$ cat config.mk
export PLATFORM = sky130hd
export DESIGN_NAME = burst_addr_gen
export DESIGN_NICKNAME = d
export VERILOG_FILES = /design/src/rtl/burst_pkg.sv /design/src/rtl/burst_base_reg.sv /design/src/rtl/burst_beat_cnt.sv /design/src/rtl/burst_order_map.sv /design/src/rtl/burst_addr_gen.sv
export SDC_FILE = /design/constraint.sdc
export NUM_CORES = 1
export LEC_CHECK = 0
export ABC_AREA = 1
export CORE_UTILIZATION = 46
export CTS_BUF_LIST = sky130_fd_sc_hd__clkbuf_4
export DETAILED_ROUTE_END_ITERATION = 10
export PLACE_DENSITY = 0.93
export SYNTH_ARGS = -nofsm -noshare
export SYNTH_HDL_FRONTEND = slang
export SYNTH_HIERARCHICAL = 1
export SYNTH_SLANG_ARGS = --single-unit
$ cat constraint.sdc
create_clock -name clk -period 2.36 [get_ports clk]
set_input_delay 0.59 -clock clk [delete_from_list [all_inputs] [get_ports clk]]
set_output_delay 0.59 -clock clk [all_outputs]
set_load 0.03 [all_outputs]
$ cat src/rtl/burst_pkg.sv
package burst_pkg;

    // Ordering of the low address bits across a burst
    typedef enum logic {
        ORD_SEQ = 1'b0,
        ORD_ILV = 1'b1
    } order_e;

    // Per-edge action decoded from the strobes and the advance input
    typedef struct packed {
        logic load;
        logic step;
        logic idle;
    } burst_cmd_t;

    // Either strobe captures; advance only acts without a strobe
    function automatic burst_cmd_t decode_cmd(input logic s_cpu,
                                              input logic s_ctl,
                                              input logic advance);
        burst_cmd_t c;
        c.load = s_cpu | s_ctl;
        c.step = ~c.load & advance;
        c.idle = ~c.load & ~advance;
        return c;
    endfunction

endpackage

$ cat src/rtl/burst_base_reg.sv
module burst_base_reg
    import burst_pkg::*;
#(
    parameter int ADDR_W = 17,
    parameter int BEAT_W = 2,
    localparam int HI_W  = ADDR_W - BEAT_W
) (
    input  logic              clk,
    input  logic              rst,
    input  burst_cmd_t        cmd,
    input  logic [ADDR_W-1:0] addr_in,
    input  logic              ilv_mode,
    output logic [HI_W-1:0]   base_hi,
    output logic [BEAT_W-1:0] base_lo,
    output order_e            order_q
);

    always_ff @(posedge clk) begin
        if (rst) begin
            base_hi <= '0;
            base_lo <= '0;
            order_q <= ORD_SEQ;
        end else if (cmd.load) begin
            base_hi <= addr_in[ADDR_W-1:BEAT_W];
            base_lo <= addr_in[BEAT_W-1:0];
            order_q <= order_e'(ilv_mode);
        end
    end

    // Upper bits stay fixed unless a capture occurs
    p_base_hold_r9: assert property (@(posedge clk) disable iff (rst)
        !cmd.load |=> $stable(base_hi));

    // Ordering is frozen within a burst
    p_order_frozen_r7: assert property (@(posedge clk) disable iff (rst)
        !cmd.load |=> $stable(order_q));

endmodule

$ cat src/rtl/burst_beat_cnt.sv
module burst_beat_cnt
    import burst_pkg::*;
#(
    parameter int BEAT_W = 2
) (
    input  logic              clk,
    input  logic              rst,
    input  burst_cmd_t        cmd,
    output logic [BEAT_W-1:0] beat_q,
    output logic              last
);

    always_ff @(posedge clk) begin
        if (rst || cmd.load) beat_q <= '0;
        else if (cmd.step)   beat_q <= beat_q + 1'b1;
    end

    assign last = &beat_q;

    p_beat_step_r4: assert property (@(posedge clk) disable iff (rst)
        cmd.step |=> beat_q == $past(beat_q) + 1'b1);

    p_beat_idle_r8: assert property (@(posedge clk) disable iff (rst)
        cmd.idle |=> $stable(beat_q));

endmodule

$ cat src/rtl/burst_order_map.sv
module burst_order_map
    import burst_pkg::*;
#(
    parameter int BEAT_W = 2
) (
    input  logic [BEAT_W-1:0] base_lo,
    input  logic [BEAT_W-1:0] beat,
    input  order_e            order,
    output logic [BEAT_W-1:0] low_out
);

    logic [BEAT_W-1:0] seq_lo;
    logic [BEAT_W-1:0] ilv_lo;

    // Sequential ordering: wrap-around add, no carry out of the field
    assign seq_lo = base_lo + beat;

    // Interleaved ordering: bitwise flip by the beat index
    for (genvar b = 0; b < BEAT_W; b++) begin : g_ilv
        assign ilv_lo[b] = base_lo[b] ^ beat[b];
    end

    assign low_out = (order == ORD_ILV) ? ilv_lo : seq_lo;

    // At beat 0 both orderings present the captured bits
    always_comb begin
        if (beat == '0) a_beat0_start_r2: assert (low_out == base_lo);
    end

endmodule

$ cat src/rtl/burst_addr_gen.sv
module burst_addr_gen
    import burst_pkg::*;
#(
    parameter int ADDR_W = 17,
    localparam int BEAT_W = 2,
    localparam int HI_W   = ADDR_W - BEAT_W
) (
    input  logic              clk,
    input  logic              rst,
    input  logic [ADDR_W-1:0] addr_in,
    input  logic              strb_cpu,
    input  logic              strb_ctl,
    input  logic              adv,
    input  logic              ilv_mode,
    output logic [ADDR_W-1:0] addr_out,
    output logic [BEAT_W-1:0] beat_pos,
    output logic              beat_last
);

    burst_cmd_t        cmd;
    logic [HI_W-1:0]   base_hi;
    logic [BEAT_W-1:0] base_lo;
    logic [BEAT_W-1:0] low_cur;
    order_e            order_q;

    assign cmd = decode_cmd(strb_cpu, strb_ctl, adv);

    burst_base_reg #(.ADDR_W(ADDR_W), .BEAT_W(BEAT_W)) u_base (
        .clk      (clk),
        .rst      (rst),
        .cmd      (cmd),
        .addr_in  (addr_in),
        .ilv_mode (ilv_mode),
        .base_hi  (base_hi),
        .base_lo  (base_lo),
        .order_q  (order_q)
    );

    burst_beat_cnt #(.BEAT_W(BEAT_W)) u_cnt (
        .clk    (clk),
        .rst    (rst),
        .cmd    (cmd),
        .beat_q (beat_pos),
        .last   (beat_last)
    );

    burst_order_map #(.BEAT_W(BEAT_W)) u_map (
        .base_lo (base_lo),
        .beat    (beat_pos),
        .order   (order_q),
        .low_out (low_cur)
    );

    assign addr_out = {base_hi, low_cur};

    p_load_r2: assert property (@(posedge clk) disable iff (rst)
        (strb_cpu || strb_ctl) |=> (addr_out == $past(addr_in)) && (beat_pos == '0));

    p_restart_r3: assert property (@(posedge clk) disable iff (rst)
        (strb_cpu || strb_ctl) && adv |=> beat_pos == '0);

    p_hold_r8: assert property (@(posedge clk) disable iff (rst)
        !strb_cpu && !strb_ctl && !adv |=> $stable(addr_out) && $stable(beat_last));

    p_upper_r9: assert property (@(posedge clk) disable iff (rst)
        !strb_cpu && !strb_ctl |=> $stable(addr_out[ADDR_W-1:BEAT_W]));

    p_last_r4: assert property (@(posedge clk) disable iff (rst)
        adv && !strb_cpu && !strb_ctl && beat_last |=> beat_pos == '0);

endmodule

### Word level (Yosys, flattened, before mapping)

Index checks and enable logic that the tools add are counted.

| word-level totals | value |
|---|---|
| register bits after elaboration | 20 |
| word-level logic and storage cells | 14 |
| input port bits | 23 |
| output and inout port bits | 20 |

| operators by class | value |
|---|---|
| reductions and logical operators | 2 |
| add/subtract/negate cells | 2 |
| muxes and demuxes | 1 |
| bitwise gates (word level) | 5 |

Operators with widths:

| kind | number |
|---|---|
| 2-bit by 1-bit adder with 2-bit output (second input constant) | 1 |
| 2-bit adder | 1 |
| 2-bit 2-to-1 mux | 1 |
| 2-bit AND reduction | 1 |
| 1-bit bitwise XOR | 2 |
| 1-bit bitwise AND | 1 |
| 1-bit logical OR | 1 |
| 1-bit NOT | 1 |
| 1-bit bitwise OR | 1 |

### Longest topological paths before layout

Gate-level depths: netlist of the first run.

| logic depth | value |
|---|---|
| depth after elaboration | 3 |
| gate-level depth with buffers | 7 |
| depth with buffers taken out | 7 |

### Hierarchy

The synthesis of the first run kept the hierarchy.

Modules (own cells, without submodules):

| module | cells an instance | instances | area an instance (sq um) | sequential area each (sq um) |
|---|---|---|---|---|
| burst_base_reg | 114 | 1 | 759.5 | 360.3 |
| burst_beat_cnt | 16 | 1 | 103.8 | 40.0 |
| burst_order_map | 15 | 1 | 67.6 | 0.0 |
| burst_addr_gen | 6 | 1 | 25.0 | 0.0 |

### Worst setup path before layout of the first run

Ideal clock, no wire load.

| path | value |
|---|---|
| path kind | reg2out |
| start point | reg u_cnt.beat_q[0] |
| end point | out addr_out[1] |
| path slack | 0.645 ns |
| required time | 1.770 ns |
| buffers on the path | 0 |
| cell stages (with the launch flop) | 6 |
| arrival time | 1.125 ns |
| cells stage by stage | dfxtp_1 -> ha_1 -> nand2_1 -> nand3_1 -> nand2_1 -> inv_1 |

| between the ends | value |
|---|---|
| word-level cells in the longest chain between the ends | 2 |

Ends and longest elaborated chain:

| item | RTL line | source |
|---|---|---|
| start, declared | burst_beat_cnt.sv:9 | `output logic [BEAT_W-1:0] beat_q,` |
| start signal, assigned | burst_beat_cnt.sv:15 | `else if (cmd.step) beat_q <= beat_q + 1'b1;` |
| 2-bit adder | burst_order_map.sv:16 | `assign seq_lo = base_lo + beat;` |
| 2-bit 2-to-1 mux | burst_order_map.sv:23 | `assign low_out = (order == ORD_ILV) ? ilv_lo : seq_lo;` |
| end, declared | burst_addr_gen.sv:15 | `output logic [ADDR_W-1:0] addr_out,` |

Every way passes these cells.

### Final worst setup path of the first run

| path | value |
|---|---|
| start point | reg u_cnt.beat_q[0] |
| end point | out addr_out[0] |

| between the ends | value |
|---|---|
| word-level cells in the longest chain between the ends | 2 |
| elaborated cells between the ends (all ways) | 3 |
| classes of those cells | 1 x add/sub; 1 x mux; 1 x bitwise |

Ends and longest elaborated chain:

| item | RTL line |
|---|---|
| 2-bit adder / 1-bit bitwise XOR (equally long branches) | burst_order_map.sv:16, burst_order_map.sv:20 |
| 2-bit 2-to-1 mux * | burst_order_map.sv:23 |

Mark *: on every way between the ends. The rest lies on a longest branch, timed or not.

==> results of run 1 <==
## cell type report
| class | count | area [um2] |
|---|---|---|
| fillers | 189 | 579 |
| repair buffers | 43 | 427 |
| flip-flops and latches | 20 | 400 |
| multi-input cells | 94 | 383 |
| inverters | 31 | 116 |
| well taps | 27 | 33.8 |
| clock buffers | 3 | 22.5 |
## timing repair
| item | CTS | global route |
|---|---|---|
| resized for setup | 1 | 0 |
| endpoints found under the hold margin | 0 | 0 |
| setup endpoints to repair | 1 | 0 |
## through the flow
step           instance area, um2  instances  total power (W)
3_5_place_dp                 1360        215         0.000569
5_1_grt                      1380        218         0.000761
2_1_floorplan                 952        150         0.000488
3_3_place_gp                 1360        215         0.000564
4_1_cts                      1380        218         0.000726
6_report                     1380        218         0.000720
## power by group
part / internal [W] / switching (W) / leakage, nW
clock network: 0.0000595 / 0.000101 / 0.0138
logic: 0.0000885 / 0.0000983 / 0.549
registers: 0.000360 / 0.0000129 / 0.166
## worst reg2reg max path, stage by stage (launching register included)
cell	delay (ps)
dfxtp_1	430
ha_1	260
inv_1	50
nand2_1	40
nand2_1	70
nor2_1	40
## path summary, 6_finish.rpt
path | to | slack, ps | cells past startpoint
max | addr_out[0] | 140 | 2
min | u_base/base_hi[0] | 480 | 2
max reg2reg | u_cnt/beat_q[1] | 1370 | 5
min reg2reg | u_base/base_hi[0] | 480 | 2
## cell usage in the layout, fill, tap and decap left out, types with 2 or more instances in the layout
cell type	n
clkdlybuf4s50_1	41
nand2_1	47
nor2_2	3
ha_1	2
nor2_1	39
nand3_1	2
inv_1	30
dfxtp_1	20
clkbuf_4	3
## metal layers
metal	GRT usage, %	vias up	part of all wire [%]
met3	3.40	5	3.3
li1	-	500	-
met2	37.8	20	55
met5	0	-	0
met1	22.1	393	39
met4	10.3	0	2.2
## state kept, by name, summed over array words and instances, names as in the netlist
register and count:
u_base/base_hi 15, u_base/order_q 1, u_cnt/beat_q 2, u_base/base_lo 2
==> summary.md, run 1 <==
| Metric | Value |
|---|---|
| Pwr per Cell Area | `521 mW/mm2` |
| Vias per cell | `4.21` |
| Port-buffer cells | `42` |
| PnR worst setup slack | `136 ps` |
| WP data arrival | `1630 ps` |
| Die H | `47.5 um` |
| Die area | `0.00226 mm2` |
| I/O pin cnt | `43` |
| Max FO, Critical Path | `5` |
| Initial Utilization | `48.5%` |
| Worst Hold Launch | `u_base/base_hi[0]` |
| Layout Nets | `218` |
| Fin Setup TNS | `0 ps` |
| Reg clk slew, reported paths | `100 ps` |
| ANT cells | `0` |
| Endpoints failing setup | `0` |
| Placer Congestion | `0.736` |
| CTS tree | `yes` |
| DRT Wirelength | `2.05 mm` |
| Initial antenna violation count | `0` |
| Final Util | `70.5%` |
| CTS Hold Buffers Added | `0` |
| Initial DRC Count | `9` |
| Vias in the first global route | `765` |
| Fmax | `450 MHz` |
| Largest net degree at the start of global routing | `29` |
| HP Class | `reg -> reg` |
| Chip width | `47.5 um` |
| Final critical-path required period | `2220 ps` |
| Clk Latency, worst-skew pair | `290 ps` |
| Post-CTS Setup Inserts | `0` |
| Crit path max-delay cell type | `clkdlybuf4s50_1` |
| Cell Area, Synth | `952 um2` |
| Total gr overflow | `0` |
| Place WS | `276 ps` |
| WS Path Type | `reg -> out` |
| VDD IR-drop max | `0.286 mV` |
| Max transition margin | `68.2%` |
| Critical path startpoint | `u_cnt/beat_q[0]` |
| Final Hold Viols | `0` |
| Final Max Slew Viols | `0` |
| CP Data Required Time | `1770 ps` |
| DR WL/cell | `9.39 um` |
| Final period util | `94.2%` |
| Routed via count | `918` |
| Worst Path Buf+Inv | `1` |
| Post-DRT Antenna Nets | `0` |
| CP top delay family | `buffers and inverters` |
| RSZ-0062 raised after global routing | `false` |
| Yosys synthesis warning count | `6` |
| Worst r2r src | `u_cnt/beat_q[1]` |
| CTS sink count | `20` |
| CP peak stage delay | `670 ps` |
| H-Tree Depth | `1` |
| Core box area | `0.00196 mm2` |
| Post-Route Hold Slack | `480 ps` |
| Dpl hpwl | `1.52 mm` |
| Syn-to-layout area delta | `45.2%` |
| Clock skew | `0.560 ps` |
| Synth Instances | `150` |
| First-pass GRT wire length | `3.14 mm` |
| Status | `completed` |
| Layout cell share with drive strength beyond 1 | `4.71%` |
| Critical-path cell list | `ha_1 -> clkdlybuf4s50_1` |
| # rows | `16` |
| Num CTS Buffers | `3` |
| Clk buf depth | `2` |
| CTS Root Cell | `clkbuf_4` |
| Worst slew pin tran | `475 ps` |
| Leakage power | `0.729 nW` |
| Tot GR Track Use | `20.4%` |
| Max_cap viols | `0` |
| Drt first pass iters | `4` |
| Syn avg cell area | `6.35 um2` |
| Startpoint types | `flop` |
| DRC violations left | `0` |
| Syn_nets | `175` |
| Crit. End Element | `output pin` |
(Power assumes the default switching activity.)
==> inputs of run 2 (changes only) <==
--- a/config.mk
+++ b/config.mk
@@ -6,10 +6,11 @@
 export NUM_CORES = 1
 export LEC_CHECK = 0
 export ABC_AREA = 1
-export CORE_UTILIZATION = 46
+export CORE_ASPECT_RATIO = 1.75
+export CORE_UTILIZATION = 40
 export CTS_BUF_LIST = sky130_fd_sc_hd__clkbuf_4
 export DETAILED_ROUTE_END_ITERATION = 10
-export PLACE_DENSITY = 0.93
+export PLACE_DENSITY_LB_ADDON = 0.2
 export SYNTH_ARGS = -nofsm -noshare
 export SYNTH_HDL_FRONTEND = slang
 export SYNTH_HIERARCHICAL = 1
==> summary.md, run 2 (synthesized netlist as in run 1, its figures left out) <==
| Metric | Value |
|---|---|
| Die H | `66.5 um (+40%)` |
| ANT cells | `0 (unchanged)` |
| I/O pin cnt | `43 (unchanged)` |
| Vias in the first global route | `806 (+5.4%)` |
| Chip width | `38.9 um (-18%)` |
| Tot GR Track Use | `16.3% (-4.1 points)` |
| Worst r2r src | `u_cnt/beat_q[1]` |
| Post-DRT Antenna Nets | `0 (unchanged)` |
| Regs by FF count | `u_base/base_hi x15, u_base/base_lo x2, u_cnt/beat_q x2` |
| Max transition margin | `78.7% (+11 points)` |
| Clk buf depth | `2 (unchanged)` |
| Routed via count | `902 (-1.7%)` |
| Reg with most FFs | `u_base/base_hi` |
| Layout cell share with drive strength beyond 1 | `4.71% (unchanged)` |
| Critical-path cell list | `ha_1 -> clkdlybuf4s50_1` |
| Worst Reg-to-Reg Cells | `5 (unchanged)` |
| Fmax | `455 MHz (+1.2%)` |
| Reg-to-Reg End | `u_cnt/beat_q[1]` |
| Reg2reg setup slack | `1380 ps (about the same)` |
| CTS sink count | `20 (unchanged)` |
| Initial DRC Count | `7 (-2)` |
| DRT Wirelength | `1.73 mm (-15%)` |
| Layout Nets | `218 (unchanged)` |
| Max_cap viols | `0 (unchanged)` |
| Syn-to-layout area delta | `44.9%` |
| RSZ-0062 raised after global routing | `false` |
| Dpl hpwl | `1.37 mm (-10%)` |
| Initial antenna violation count | `0 (unchanged)` |
| Critical path startpoint | `u_cnt/beat_q[0]` |
| Vias per cell | `4.18 (-0.83%)` |
| DR WL/cell | `8.02 um (-15%)` |
| HP Class | `reg -> reg` |
| First-pass GRT wire length | `3.04 mm (-3.1%)` |
| Critical Path Sink | `addr_out[0]` |
| Clk Latency, worst-skew pair | `290 ps (about the same)` |
| WS Path Type | `reg -> out` |
| Num CTS Buffers | `3 (unchanged)` |
| Fillers | `222 (+17%)` |
| # rows | `23 (+7)` |
| Core box area | `0.00227 mm2 (+16%)` |
| DRC violations left | `0 (unchanged)` |
| Final period util | `93.1% (-1.1 points)` |
| Post-CTS Setup Inserts | `0 (unchanged)` |
| Reg clk slew, reported paths | `110 ps (about the same)` |
| Max FO, Critical Path | `5 (unchanged)` |
| Fin cells | `216 (-0.92%)` |
| CTS Root Cell | `clkbuf_4` |
| Final Max Slew Viols | `0 (unchanged)` |
| Drt first pass iters | `4 (unchanged)` |
| Port-buffer cells | `42 (unchanged)` |
| Initial Utilization | `41.9% (-6.7 points)` |
| Fin Setup TNS | `0 ps (unchanged)` |
| WP data arrival | `1610 ps (-20 ps)` |
| Largest net degree at the start of global routing | `31 (+6.9%)` |
| Worst slew pin tran | `318 ps (-157 ps)` |
| Worst Path Buf+Inv | `1 (unchanged)` |
| CP top delay family | `buffers and inverters` |
| Worst Hold Launch | `u_base/base_hi[14]` |
| VDD IR-drop max | `0.287 mV (+0.23%)` |
| Largest register FFs | `15 (unchanged)` |
| CP peak stage delay | `660 ps (about the same)` |
| Leakage power | `0.729 nW (unchanged)` |
| Die area | `0.00259 mm2 (+15%)` |
| Most common cell after layout, fill and taps aside | `nand2_1` |
| DP Cell Count | `213 (-0.93%)` |
| Total gr overflow | `0 (unchanged)` |
| Crit. End Element | `output pin` |
| Critical Path Stages | `2 (unchanged)` |
| Placer Congestion | `0.618 (-16%)` |
| Most frequent cells in the layout | `nand2_1, clkdlybuf4s50_1, nor2_1` |
| H-Tree Depth | `1 (unchanged)` |
| Final critical-path required period | `2200 ps (-25.8 ps)` |
| Status | `completed` |
| CP Data Required Time | `1770 ps (about the same)` |
| Post-CTS Resized | `1 (unchanged)` |
| Endpoints failing setup | `0 (unchanged)` |
| Final Hold Viols | `0 (unchanged)` |
| Clock skew | `0.0400 ps (-0.520 ps)` |
| Crit path max-delay cell type | `clkdlybuf4s50_1` |
| CTS Hold Buffers Added | `0 (unchanged)` |
| Pwr per Cell Area | `516 mW/mm2 (-0.97%)` |
| CTS tree | `yes` |
| Startpoint types | `flop` |
## run 2: report_power, final
part	internal (W)	total (W)	switching, W
combinational	0.0000885	0.000184	0.0000960
sequential	0.000360	0.000372	0.0000123
clock	0.0000593	0.000155	0.0000955
## run 2: layer usage
metal / vias to the layer above / routed length (um) / GRT usage (%)
li1: 504 / - / -
met1: 370 / 736 / 17.4
met2: 26 / 896 / 29.4
met3: 2 / 87 / 2.00
met4: 0 / 12 / 7.76
met5: - / 0 / 0
## run 2: how the worst min path moves through the flow
stage / to / depth (start not counted)
3_5_place_dp: u_base/base_hi[7] / 2
6_report: u_base/base_hi[14] / 2
3_3_place_gp: u_base/base_hi[7] / 2
5_1_grt: u_base/base_hi[14] / 2
4_1_cts: u_base/base_hi[14] / 2
2_1_floorplan: u_base/base_lo[0] / 2
## run 2: per-stage QoR
stage | hold slack (ps) | cell area [um2] | total power (W) | setup WS, ps | utilization, %
final | 475 | 1380 | 0.000712 | 162 | 60.7
after global routing | 503 | 1380 | 0.000753 | 82.9 | 60.7
after CTS | 477 | 1380 | 0.000721 | 150 | 60.7
after detailed placement | 464 | 1360 | 0.000568 | 310 | 59.8
after global placement | 459 | 1360 | 0.000564 | 349 | 59.8
after floorplan | 455 | 952 | 0.000488 | 645 | -
## run 2: tightest hold or removal path: cells and delay by family, from the launching register on
kind             cells  cell delay, ps
and+or+nand+nor      2             130
DFF                  1             320
## run 2: cell type report
| class | instances | area [um2] | share of cell area, % |
|---|---|---|---|
| Inverter | 31 | 116 | 8.43 |
| Clock buffer | 3 | 22.5 | 1.63 |
| Timing Repair Buffer | 43 | 427 | 30.9 |
| Tap cell | 25 | 31.3 | 2.27 |
| Multi-Input combinational cell | 94 | 383 | 27.7 |
| Sequential cell | 20 | 400 | 29.0 |
